File: src/rtl/hostreq_pkg.sv
package hostreq_pkg;

    localparam int CTRL_W      = 3;
    localparam int CTL_RD_EN   = 0;
    localparam int CTL_WR_EN   = 1;
    localparam int CTL_SPLIT   = 2;
    localparam int DMA_CH      = 2;
    localparam int DMA_RX_IDX  = 0;
    localparam int DMA_TX_IDX  = 1;

    typedef struct packed {
        logic                req_a_n;
        logic                req_b_n;
        logic [DMA_CH-1:0]   dma_req;
    } hreq_state_t;

    localparam hreq_state_t HREQ_IDLE = '{req_a_n: 1'b1, req_b_n: 1'b1, dma_req: '0};

endpackage

File: src/rtl/hreq_line_map.sv
module hreq_line_map (
    input  logic active,
    input  logic split,
    input  logic rd_cond,
    input  logic wr_cond,
    output logic line_a,
    output logic line_b
);
    always_comb begin
        if (!active) begin
            line_a = 1'b0;
            line_b = 1'b0;
        end else if (split) begin
            line_a = rd_cond;
            line_b = wr_cond;
        end else begin
            line_a = rd_cond | wr_cond;
            line_b = 1'b0;
        end
    end
endmodule

File: src/rtl/dma_req_gate.sv
module dma_req_gate #(
    parameter int N = 2
) (
    input  logic         isolate,
    input  logic [N-1:0] status,
    input  logic [N-1:0] enable,
    output logic [N-1:0] req
);
    for (genvar g = 0; g < N; g++) begin : g_ch
        assign req[g] = !isolate && status[g] && enable[g];
    end
endmodule

File: src/rtl/hostreq_gen.sv
module hostreq_gen
    import hostreq_pkg::*;
(
    input  logic              clk,
    input  logic              rst_n,
    input  logic              stop_mode,
    input  logic              dsp_req_en,
    input  logic [CTRL_W-1:0] host_ctrl,
    input  logic              host_rd_avail,
    input  logic              host_wr_space,
    input  logic              dsp_rx_full,
    input  logic              dsp_tx_empty,
    input  logic              dma_rx_en,
    input  logic              dma_tx_en,
    output logic              req_a_n,
    output logic              req_b_n,
    output logic              dma_rx_req,
    output logic              dma_tx_req
);
    hreq_state_t state_d, state_q;

    logic              host_active;
    logic              rd_cond, wr_cond;
    logic              line_a, line_b;
    logic [DMA_CH-1:0] dma_status, dma_enable, dma_req;

    assign host_active = dsp_req_en && !stop_mode;
    assign rd_cond     = host_ctrl[CTL_RD_EN] && host_rd_avail;
    assign wr_cond     = host_ctrl[CTL_WR_EN] && host_wr_space;

    hreq_line_map u_map (
        .active  (host_active),
        .split   (host_ctrl[CTL_SPLIT]),
        .rd_cond (rd_cond),
        .wr_cond (wr_cond),
        .line_a  (line_a),
        .line_b  (line_b)
    );

    always_comb begin
        dma_status             = '0;
        dma_enable             = '0;
        dma_status[DMA_RX_IDX] = dsp_rx_full;
        dma_status[DMA_TX_IDX] = dsp_tx_empty;
        dma_enable[DMA_RX_IDX] = dma_rx_en;
        dma_enable[DMA_TX_IDX] = dma_tx_en;
    end

    dma_req_gate #(.N(DMA_CH)) u_dma (
        .isolate (stop_mode),
        .status  (dma_status),
        .enable  (dma_enable),
        .req     (dma_req)
    );

    always_comb begin
        state_d         = state_q;
        state_d.req_a_n = !line_a;
        state_d.req_b_n = !line_b;
        state_d.dma_req = dma_req;
    end

    always_ff @(posedge clk or negedge rst_n) begin
        if (!rst_n) state_q <= HREQ_IDLE;
        else        state_q <= state_d;
    end

    assign req_a_n    = state_q.req_a_n;
    assign req_b_n    = state_q.req_b_n;
    assign dma_rx_req = state_q.dma_req[DMA_RX_IDX];
    assign dma_tx_req = state_q.dma_req[DMA_TX_IDX];

    a_r4_dsp_enable_gates: assert property (@(posedge clk) disable iff (!rst_n)
        !dsp_req_en |=> (req_a_n && req_b_n));

    a_r2_shared_parks_b: assert property (@(posedge clk) disable iff (!rst_n)
        !host_ctrl[CTL_SPLIT] |=> req_b_n);

    a_r5_stop_isolates: assert property (@(posedge clk) disable iff (!rst_n)
        stop_mode |=> (req_a_n && req_b_n && !dma_rx_req && !dma_tx_req));

    a_r3_split_read_line: assert property (@(posedge clk) disable iff (!rst_n)
        (host_ctrl[CTL_SPLIT] && dsp_req_en && !stop_mode && host_ctrl[CTL_RD_EN] && host_rd_avail)
        |=> !req_a_n);

    a_r7_rd_drop: assert property (@(posedge clk) disable iff (!rst_n)
        (!host_rd_avail && !(host_ctrl[CTL_WR_EN] && host_wr_space)) |=> req_a_n);

    a_r6_dma_tx_enable: assert property (@(posedge clk) disable iff (!rst_n)
        !dma_tx_en |=> !dma_tx_req);

    a_r6_dma_rx_enable: assert property (@(posedge clk) disable iff (!rst_n)
        !dma_rx_en |=> !dma_rx_req);

endmodule

File: config.mk
export PLATFORM = sky130hd
export DESIGN_NAME = hostreq_gen
export DESIGN_NICKNAME = d
export VERILOG_FILES = /design/src/rtl/hostreq_pkg.sv /design/src/rtl/hreq_line_map.sv /design/src/rtl/dma_req_gate.sv /design/src/rtl/hostreq_gen.sv
export SDC_FILE = /design/constraint.sdc
export NUM_CORES = 1
export LEC_CHECK = 0
export ABC_AREA = 1
export BUFFER_PORTS_ARGS = -buffer_cell sky130_fd_sc_hd__buf_2
export CORE_AREA = 3 3 40 42
export DETAILED_ROUTE_END_ITERATION = 7
export DIE_AREA = 0 0 43 45
export GPL_TIMING_DRIVEN = 1
export HOLD_SLACK_MARGIN = 0.06
export SLEW_MARGIN = 20
export SYNTH_ARGS = -nofsm -noshare
export SYNTH_HDL_FRONTEND = slang
export SYNTH_HIERARCHICAL = 1
export SYNTH_SLANG_ARGS = --single-unit
File: constraint.sdc
create_clock -name clk -period 0.8 [get_ports clk]
set_input_delay 0.04 -clock clk [delete_from_list [all_inputs] [get_ports clk]]
set_output_delay 0.04 -clock clk [all_outputs]
set_load 0.05 [all_outputs]
==> results of run 1 <==
## stage by stage
step                      instances  utilization (%)  setup WS, ps  setup TNS (ps)
after CTS                        64            31.06        -144.7          -290.8
after global routing             64            31.06        -153.3          -315.5
after detailed placement         54            21.81         17.96               0
after global placement           54            21.81         24.46               0
after floorplan                  23                -         104.5               0
final                            64            31.06        -134.7          -266.0
## logic make-up (layout without fill, tap and decap cells)
kind of cell	count (synthesis)	after routing	share of synthesized area, %
AND/OR/NAND/NOR	10	10	22.07
flip-flops	4	4	56.55
buffers and inverters	8	34	16.55
AO/OA/AOI/OAI	1	1	4.828
## cell usage after synthesis (all sizes together)
library cell | number | share of area, %
nor2 | 4 | 9.7
dfrtp | 2 | 28
a21oi | 1 | 4.8
dfstp | 2 | 29
nand2 | 6 | 12
inv | 8 | 17
## final timing paths
kind | startpoint | to | cells past startpoint
max | req_a_n$_DFF_PN1_ | req_a_n | 1
min | host_ctrl[2] | req_b_n$_DFF_PN1_ | 4
max in group asynchronous | rst_n | req_b_n$_DFF_PN1_ | 2
min in group asynchronous | rst_n | dma_tx_req$_DFF_PN0_ | 2
## power by group through the flow
| stage | Combinational, mW | Clock (mW) | Sequential, mW |
|---|---|---|---|
| 6_report | 0.119 | 0.272 | 0.215 |
| 5_1_grt | 0.130 | 0.286 | 0.216 |
| 4_1_cts | 0.118 | 0.286 | 0.215 |
| 3_5_place_dp | 0.0852 | 0 | 0.216 |
| 3_3_place_gp | 0.0842 | 0 | 0.215 |
| 2_1_floorplan | 0.0196 | 0 | 0.240 |
## layout make-up
type                       instances  area, µm²  share of cell area [%]
multi-input combinational         11      48.80                   12.23
clock buffer                       4      26.28                   6.583
inverter                           8      30.03                   7.524
sequential                         4      102.6                   25.71
timing repair buffer              22      172.7                   43.26
tap                               15      18.77                   4.702
## layer usage
metal	global-route usage, %	part of all wire (%)	up-vias
li1	-	-	113
met1	4.634	37	87
met3	0	10	0
met5	0	0	-
met2	8.683	53	11
met4	9.036	0	0
## state kept, by name (all words and copies together) (netlist names)
name and flops:
dma_rx_req 1, dma_tx_req 1, req_a_n 1, req_b_n 1
## timing repair
item,in CTS,in global routing
gates resized for setup,10,0
setup endpoints to repair,4,3
hold buffers,6,0
hold endpoints to repair,6,0
==> metrics, run 1 <==
routability cong.=roughly 0.51; part of the power in registers=35.5%; crit-path leading delay family=flip-flops; max-cap violations=0; worst slew pin tran=about 110 ps; fin worst setup slack=-134.7 ps; DRT antenna net count=0; DR iter-0 viols=1; Crit Path Category=register to output port; unrepaired setup endpoints after global routing=yes; failing checks=setup timing; Port Buffer Count=16; Routed WL per cell=between 7 and 8 µm; post-DR vias/cell=between 3 and 4; final hold vios=0; largest net degree at the start of global routing=5; Syn Nets=36; unique cell type count in the Yosys netlist=7; sw frac=23.77%; CP Launch Type=register; TritonCTS clock tree=done; Core ar.=0.001285 mm²; Critical Path Slowest Stage Cell=dfstp_2; CP Data Arrival Time=890 ps; die width=approximately 43 µm; most frequent cells in the layout=buf_2 (12), inv_1 (8), nand2_1 (6), dlygate4sd3_1 (6); Initial Util=14.12%; DR DRC count=0; cell count after synthesis=23; deepest clock path buffer count=2; Comb power frac=between 10% and 20%; vias in the first global route=200; fmax=~1.1 GHz; gr usage total=around 5.3%; initial antenna violation count=0; crit end category=output port; maximum net fanout on the critical path=1; Fill cells=140; Avg Cell Area, Syn=7.888 µm²; die height=45 µm; P_sw=0.1441 mW; min cycle time layout=about 930 ps; Max stage delay on crit path=~530 ps; setup violators final=2; cell-internal power=0.4621 mW; IO Pins=17; Synth Cell Area=between 150 and 200 µm²; number of clock sinks=4; # H-tree levels=1; Power Density=1519 mW/mm²; Hold Slack=approximately 80 ps; # rows=13; Yosys Warn Count=6; Clk pwr share=44.8%; Num CTS Buffers=3; leak pwr=0.2159 nW; DRT Pass-1 Iters=2; total power=0.6062 mW; Clock transition at path regs=40 ps; critical-path cell list=buf_8; hold crit path type=input port to register; Vias=211; Inserted Diodes=0; Required @ worst endpoint=~760 ps; final wirelength=482 µm; commonest non-fill, non-tap cell in the layout=buf_2; Final Cell Area=399.1 µm²; Final Cycle Share=116.8%; sequential area share after synthesis=56.55%; DIE AREA=~0.0019 mm²; Root Buffer Master=clkbuf_4; Worst Path Buf+Inv=1; slew margin rel.=92.80%; maximum vdd drop=0.3010 mV; Area after DPL=about 280 µm²; first-pass GRT wire length=690 µm; ratio of cells with drive above 1 in the final layout=46.94%; status=finished with violations; Area growth syn-to-layout=120.0%; Nets=63; Yosys reg bits=4; final slew viol count=0; number of setup buffers added after CTS=0; GRT overflow=0
Power figures use the tool's default switching activity.
==> inputs of run 2 (changes only) <==
--- a/config.mk
+++ b/config.mk
@@ -7,11 +7,13 @@
 export LEC_CHECK = 0
 export ABC_AREA = 1
 export BUFFER_PORTS_ARGS = -buffer_cell sky130_fd_sc_hd__buf_2
+export CAP_MARGIN = 20
 export CORE_AREA = 3 3 40 42
 export DETAILED_ROUTE_END_ITERATION = 7
 export DIE_AREA = 0 0 43 45
-export GPL_TIMING_DRIVEN = 1
+export GPL_TIMING_DRIVEN = 0
 export HOLD_SLACK_MARGIN = 0.06
+export SETUP_SLACK_MARGIN = 0.2
 export SLEW_MARGIN = 20
 export SYNTH_ARGS = -nofsm -noshare
 export SYNTH_HDL_FRONTEND = slang
==> metrics, run 2 (same netlist as run 1, synthesis figures left out) <==
DR DRC count=0 (unchanged); hold crit path type=input port to register; Critical Path Slowest Stage Cell=dfstp_2; unrepaired setup endpoints after global routing=yes; die height=45 µm (unchanged); Hold Slack=-11.62 ps (-92.10 ps); status=finished with violations; final hold vios=2 (+2); ratio of cells with drive above 1 in the final layout=56.82% (+9.9 points); Final Cell Area=351.6 µm² (-12%); # H-tree levels=1 (unchanged); DR iter-0 viols=0 (-1); GRT overflow=0 (unchanged); Endpoint, Worst Hold=dma_rx_req$_DFF_PN0_; first-pass GRT wire length=558 µm (-19%); min cycle time layout=938.5 ps (+3.818 ps); fmax=1.065 GHz (-0.41%); hold buffer count at CTS=1 (-5); slew margin rel.=92.80% (about the same); fin util=27.36% (-3.7 points); Routed WL per cell=6.390 µm (-15%); TritonCTS clock tree=done; most frequent cells in the layout=buf_2 (12), inv_1 (8), nand2_1 (6); final wirelength=377 µm (-22%); gr usage total=4.515% (-0.75 points); die width=43 µm (unchanged); worst slew pin tran=108.2 ps (-0.09215 ps); fin worst setup slack=-138.5 ps (-3.818 ps); deepest clock path buffer count=2 (unchanged); setup violators final=4 (+2); Root Buffer Master=clkbuf_4; Worst Path Buf+Inv=1 (unchanged); failing checks=hold timing, setup timing; final slew viol count=0 (unchanged); routability cong.=0.5457 (+7.5%); Power Density=1673 mW/mm² (+10%); Inserted Diodes=0 (unchanged); Port Buffer Count=16 (unchanged); Initial Util=14.12% (unchanged); leak pwr=0.1920 nW (-11%); crit-path leading delay family=flip-flops; largest net degree at the start of global routing=5 (unchanged); DRT antenna net count=0 (unchanged); crit end category=output port; maximum vdd drop=0.3379 mV (+12%); Nets=58 (-7.9%); number of clock sinks=4 (unchanged); WHS Path Cells=2 (-2); Max stage delay on crit path=530 ps (about the same); Area after DPL=282.8 µm² (+0.89%); Final Cycle Share=117.3% (+0.48 points); commonest non-fill, non-tap cell in the layout=buf_2; IO Pins=17 (unchanged); dpl ws=13.54 ps (-4.417 ps); Crit Path Category=register to output port; CP Data Arrival Time=900 ps (about the same); Required @ worst endpoint=760 ps (about the same); DRT Pass-1 Iters=1 (-1); initial antenna violation count=0 (unchanged); hold_sp=stop_mode; CP Launch Type=register; max-cap violations=0 (unchanged); Vias=181 (-14%); Core ar.=0.001285 mm² (unchanged); Num CTS Buffers=3 (unchanged); vias in the first global route=166 (-17%); maximum net fanout on the critical path=1 (unchanged); critical-path cell list=buf_8; Area growth syn-to-layout=93.79%; Clock transition at path regs=40 ps (about the same); DIE AREA=0.001935 mm² (unchanged); CP Depth=1 (unchanged); post-DR vias/cell=3.068 (-6.9%); # rows=13 (unchanged)
## run 2: changes by cell type in the layout (fill, tap and decap cells not counted), sizes merged
cell,previous run,this run
dlygate4sd3,6,1
## run 2: power by group
| part | switching [mW] | internal (mW) | total [mW] | leakage [nW] |
|---|---|---|---|---|
| logic | 0.0512 | 0.0466 | 0.0978 | 0.132 |
| registers | 0.00333 | 0.213 | 0.216 | 0.0450 |
| clock network | 0.0870 | 0.187 | 0.274 | 0.0150 |
## run 2: through the flow
| step | hold slack (ps) | setup TNS, ps | std cells | total power [mW] |
|---|---|---|---|---|
| finish | -11.62 | -304.2 | 59 | 0.5884 |
| global route | 2.988 | -374.2 | 59 | 0.6247 |
| CTS | -16.93 | -345.7 | 59 | 0.6029 |
| detailed placement | -151.6 | 0 | 54 | 0.3018 |
| global placement | -157.6 | 0 | 54 | 0.3001 |
| floorplan | -255.6 | 0 | 23 | 0.2607 |
## run 2: per-layer routing
layer | track usage (%) | routed length, µm | up-vias | share of wire (%)
met2 | 5.389 | 176 | 13 | 47
met4 | 9.036 | 14 | 0 | 3.7
li1 | - | - | 103 | -
met1 | 4.390 | 136 | 63 | 36
met3 | 1.195 | 48 | 2 | 13
met5 | 0 | 0 | - | 0
## run 2: timing repair
action / in CTS / in global routing
setup endpoints to repair: 4 / 4
resized for setup: 10 / 0
buffers inserted: 0 / 0
endpoints found under the hold margin: 7 / 2
## run 2: final cells by class
class | instances | area, µm²
Inverter | 8 | 30.03
Timing Repair Buffer | 17 | 122.6
Tap cell | 15 | 18.77
Sequential cell | 4 | 105.1
Clock buffer | 4 | 26.28
Multi-Input combinational cell | 11 | 48.80
Fill cell | 134 | 933.4
## run 2: worst max path at each step
stage | slack [ps] | to | startpoint
after floorplan | 100 | req_a_n | req_a_n$_DFF_PN1_
after global placement | 20 | req_a_n | req_a_n$_DFF_PN1_
after detailed placement | 10 | req_a_n | req_a_n$_DFF_PN1_
after CTS | -150 | req_a_n | req_a_n$_DFF_PN1_
after global routing | -150 | req_a_n | req_a_n$_DFF_PN1_
final | -140 | req_b_n | req_b_n$_DFF_PN1_
==> inputs of run 3 (changes only) <==
--- a/config.mk
+++ b/config.mk
@@ -9,10 +9,12 @@
 export BUFFER_PORTS_ARGS = -buffer_cell sky130_fd_sc_hd__buf_2
 export CAP_MARGIN = 20
 export CORE_AREA = 3 3 40 42
+export CTS_BUF_LIST = sky130_fd_sc_hd__clkbuf_8
 export DETAILED_ROUTE_END_ITERATION = 7
 export DIE_AREA = 0 0 43 45
 export GPL_TIMING_DRIVEN = 0
 export HOLD_SLACK_MARGIN = 0.06
+export RECOVER_POWER = 100
 export SETUP_SLACK_MARGIN = 0.2
 export SLEW_MARGIN = 20
 export SYNTH_ARGS = -nofsm -noshare
==> metrics, run 3 (same netlist as run 1, synthesis figures left out) <==
Num CTS Buffers=3 (unchanged); # H-tree levels=1 (unchanged); Routed WL per cell=6.627 µm (+3.7%); Power Density=2048 mW/mm² (+22%); # placed instances=54 (unchanged); die width=43 µm (unchanged); Clock transition at path regs=30 ps (about the same); sw frac=21.53% (-2.5 points); Critical Path Slowest Stage Cell=dfstp_2; slew margin rel.=86.16% (-6.6 points); Area growth syn-to-layout=100.7%; setup_tns=-235.2 ps (+68.97 ps); Worst Path Buf+Inv=1 (unchanged); unrepaired setup endpoints after global routing=yes; DIE AREA=0.001935 mm² (unchanged); die height=45 µm (unchanged); maximum vdd drop=0.4426 mV (+31%); Final Cell Area=364.1 µm² (+3.6%); crit-path leading delay family=flip-flops; total power=0.7455 mW (+27%); worst slew pin tran=207.6 ps (+99.40 ps); commonest non-fill, non-tap cell in the layout=buf_2; crit end category=output port; first-pass GRT wire length=558 µm (unchanged); IO Pins=17 (unchanged); final wirelength=391 µm (+3.7%); ratio of cells with drive above 1 in the final layout=50.00% (-6.8 points); most frequent cells in the layout=buf_2 (10), inv_1 (9), nand2_1 (6); Inserted Diodes=0 (unchanged); part of the power in registers=29.0% (-7.7 points); initial antenna violation count=0 (unchanged); failing checks=setup timing; gr usage total=4.515% (unchanged); DRT antenna net count=0 (unchanged); maximum net fanout on the critical path=1 (unchanged); hold buffer count at CTS=1 (unchanged); Area after DPL=282.8 µm² (unchanged); P_sw=0.1605 mW (+13%); status=finished with violations; CP Launch Type=register; DR iter-0 viols=0 (unchanged); Nets=58 (unchanged); Max stage delay on crit path=530 ps (about the same); TritonCTS clock tree=done; Comb power frac=12.7% (-3.9 points); DR DRC count=0 (unchanged); GRT overflow=0 (unchanged); Initial Util=14.12% (unchanged); Final Cycle Share=114.9% (-2.5 points); post-DR vias/cell=3.119 (+1.7%); Vias=184 (+1.7%); hold crit path type=input port to register; routability cong.=0.5457 (unchanged); Port Buffer Count=16 (unchanged); final slew viol count=0 (unchanged); Clk pwr share=58.3% (+12 points); DRT Pass-1 Iters=1 (unchanged); Root Buffer Master=clkbuf_8; largest net degree at the start of global routing=5 (unchanged); cell-internal power=0.5850 mW (+31%); setup violators final=2 (-2); vias in the first global route=166 (unchanged); Crit Path Category=register to output port; Core ar.=0.001285 mm² (unchanged); final cell count without fillers=59 (unchanged); # rows=13 (unchanged); final hold vios=0 (-2); fin util=28.34% (+0.97 points); critical-path cell list=buf_8; deepest clock path buffer count=2 (unchanged); fmax=1.088 GHz (+2.1%); number of clock sinks=4 (unchanged); min cycle time layout=918.8 ps (-19.73 ps); max-cap violations=0 (unchanged); CP Data Arrival Time=880 ps (-20 ps); leak pwr=0.1985 nW (+3.4%); Required @ worst endpoint=760 ps (about the same); fin worst setup slack=-118.8 ps (+19.73 ps)
run 3: cell types whose count changed in the layout (fill, tap and decap cells not counted):
| cell | previous run | this run |
|---|---|---|
| a21oi_1 | 0 | 1 |
| a21oi_2 | 1 | 0 |
| buf_2 | 12 | 10 |
| clkbuf_1 | 1 | 2 |
| clkbuf_4 | 3 | 0 |
| clkbuf_8 | 0 | 3 |
| inv_1 | 8 | 9 |
run 3: power by group through the flow:
| stage | Sequential, mW | Clock [mW] | Combinational, mW |
|---|---|---|---|
| final | 0.216 | 0.434 | 0.0948 |
| after global routing | 0.217 | 0.459 | 0.106 |
| after CTS | 0.217 | 0.447 | 0.0991 |
| after detailed placement | 0.216 | 0 | 0.0855 |
| after global placement | 0.216 | 0 | 0.0839 |
| after floorplan | 0.241 | 0 | 0.0196 |
run 3: layout make-up:
type	count	area [µm²]
Clock buffer	3	41.29
Clock inverter	1	3.754
Fill cell	136	920.9
Inverter	8	30.03
Multi-Input combinational cell	11	45.04
Sequential cell	4	105.1
Tap cell	15	18.77
Timing Repair Buffer	17	120.1
run 3: stage by stage:
step	setup slack [ps]	hold slack, ps
5_1_grt	-127.4	41.85
3_3_place_gp	19.08	-157.6
6_report	-118.8	30.22
2_1_floorplan	104.5	-255.6
4_1_cts	-126.1	8.445
3_5_place_dp	13.54	-151.6
run 3: metal layers:
layer	part of all wire, %	global-route usage (%)
met1	38	4.390
met2	46	5.389
met3	13	1.195
met4	3.6	9.036
met5	0	0
run 3: timing repair:
item | 4_1_cts | 5_1_grt
resized for setup | 10 | 0
endpoints found under the setup margin | 4 | 4
setup buffers | 0 | 0
endpoints found under the hold margin | 6 | 2
run 3: final timing paths:
path | end | cells past startpoint | start | slack [ps]
min in group asynchronous | dma_tx_req$_DFF_PN0_ | 2 | rst_n | 170
max in group asynchronous | req_a_n$_DFF_PN1_ | 2 | rst_n | 380
hold / removal | dma_tx_req$_DFF_PN0_ | 3 | dsp_tx_empty | 30
setup / recovery | req_b_n | 1 | req_b_n$_DFF_PN1_ | -120
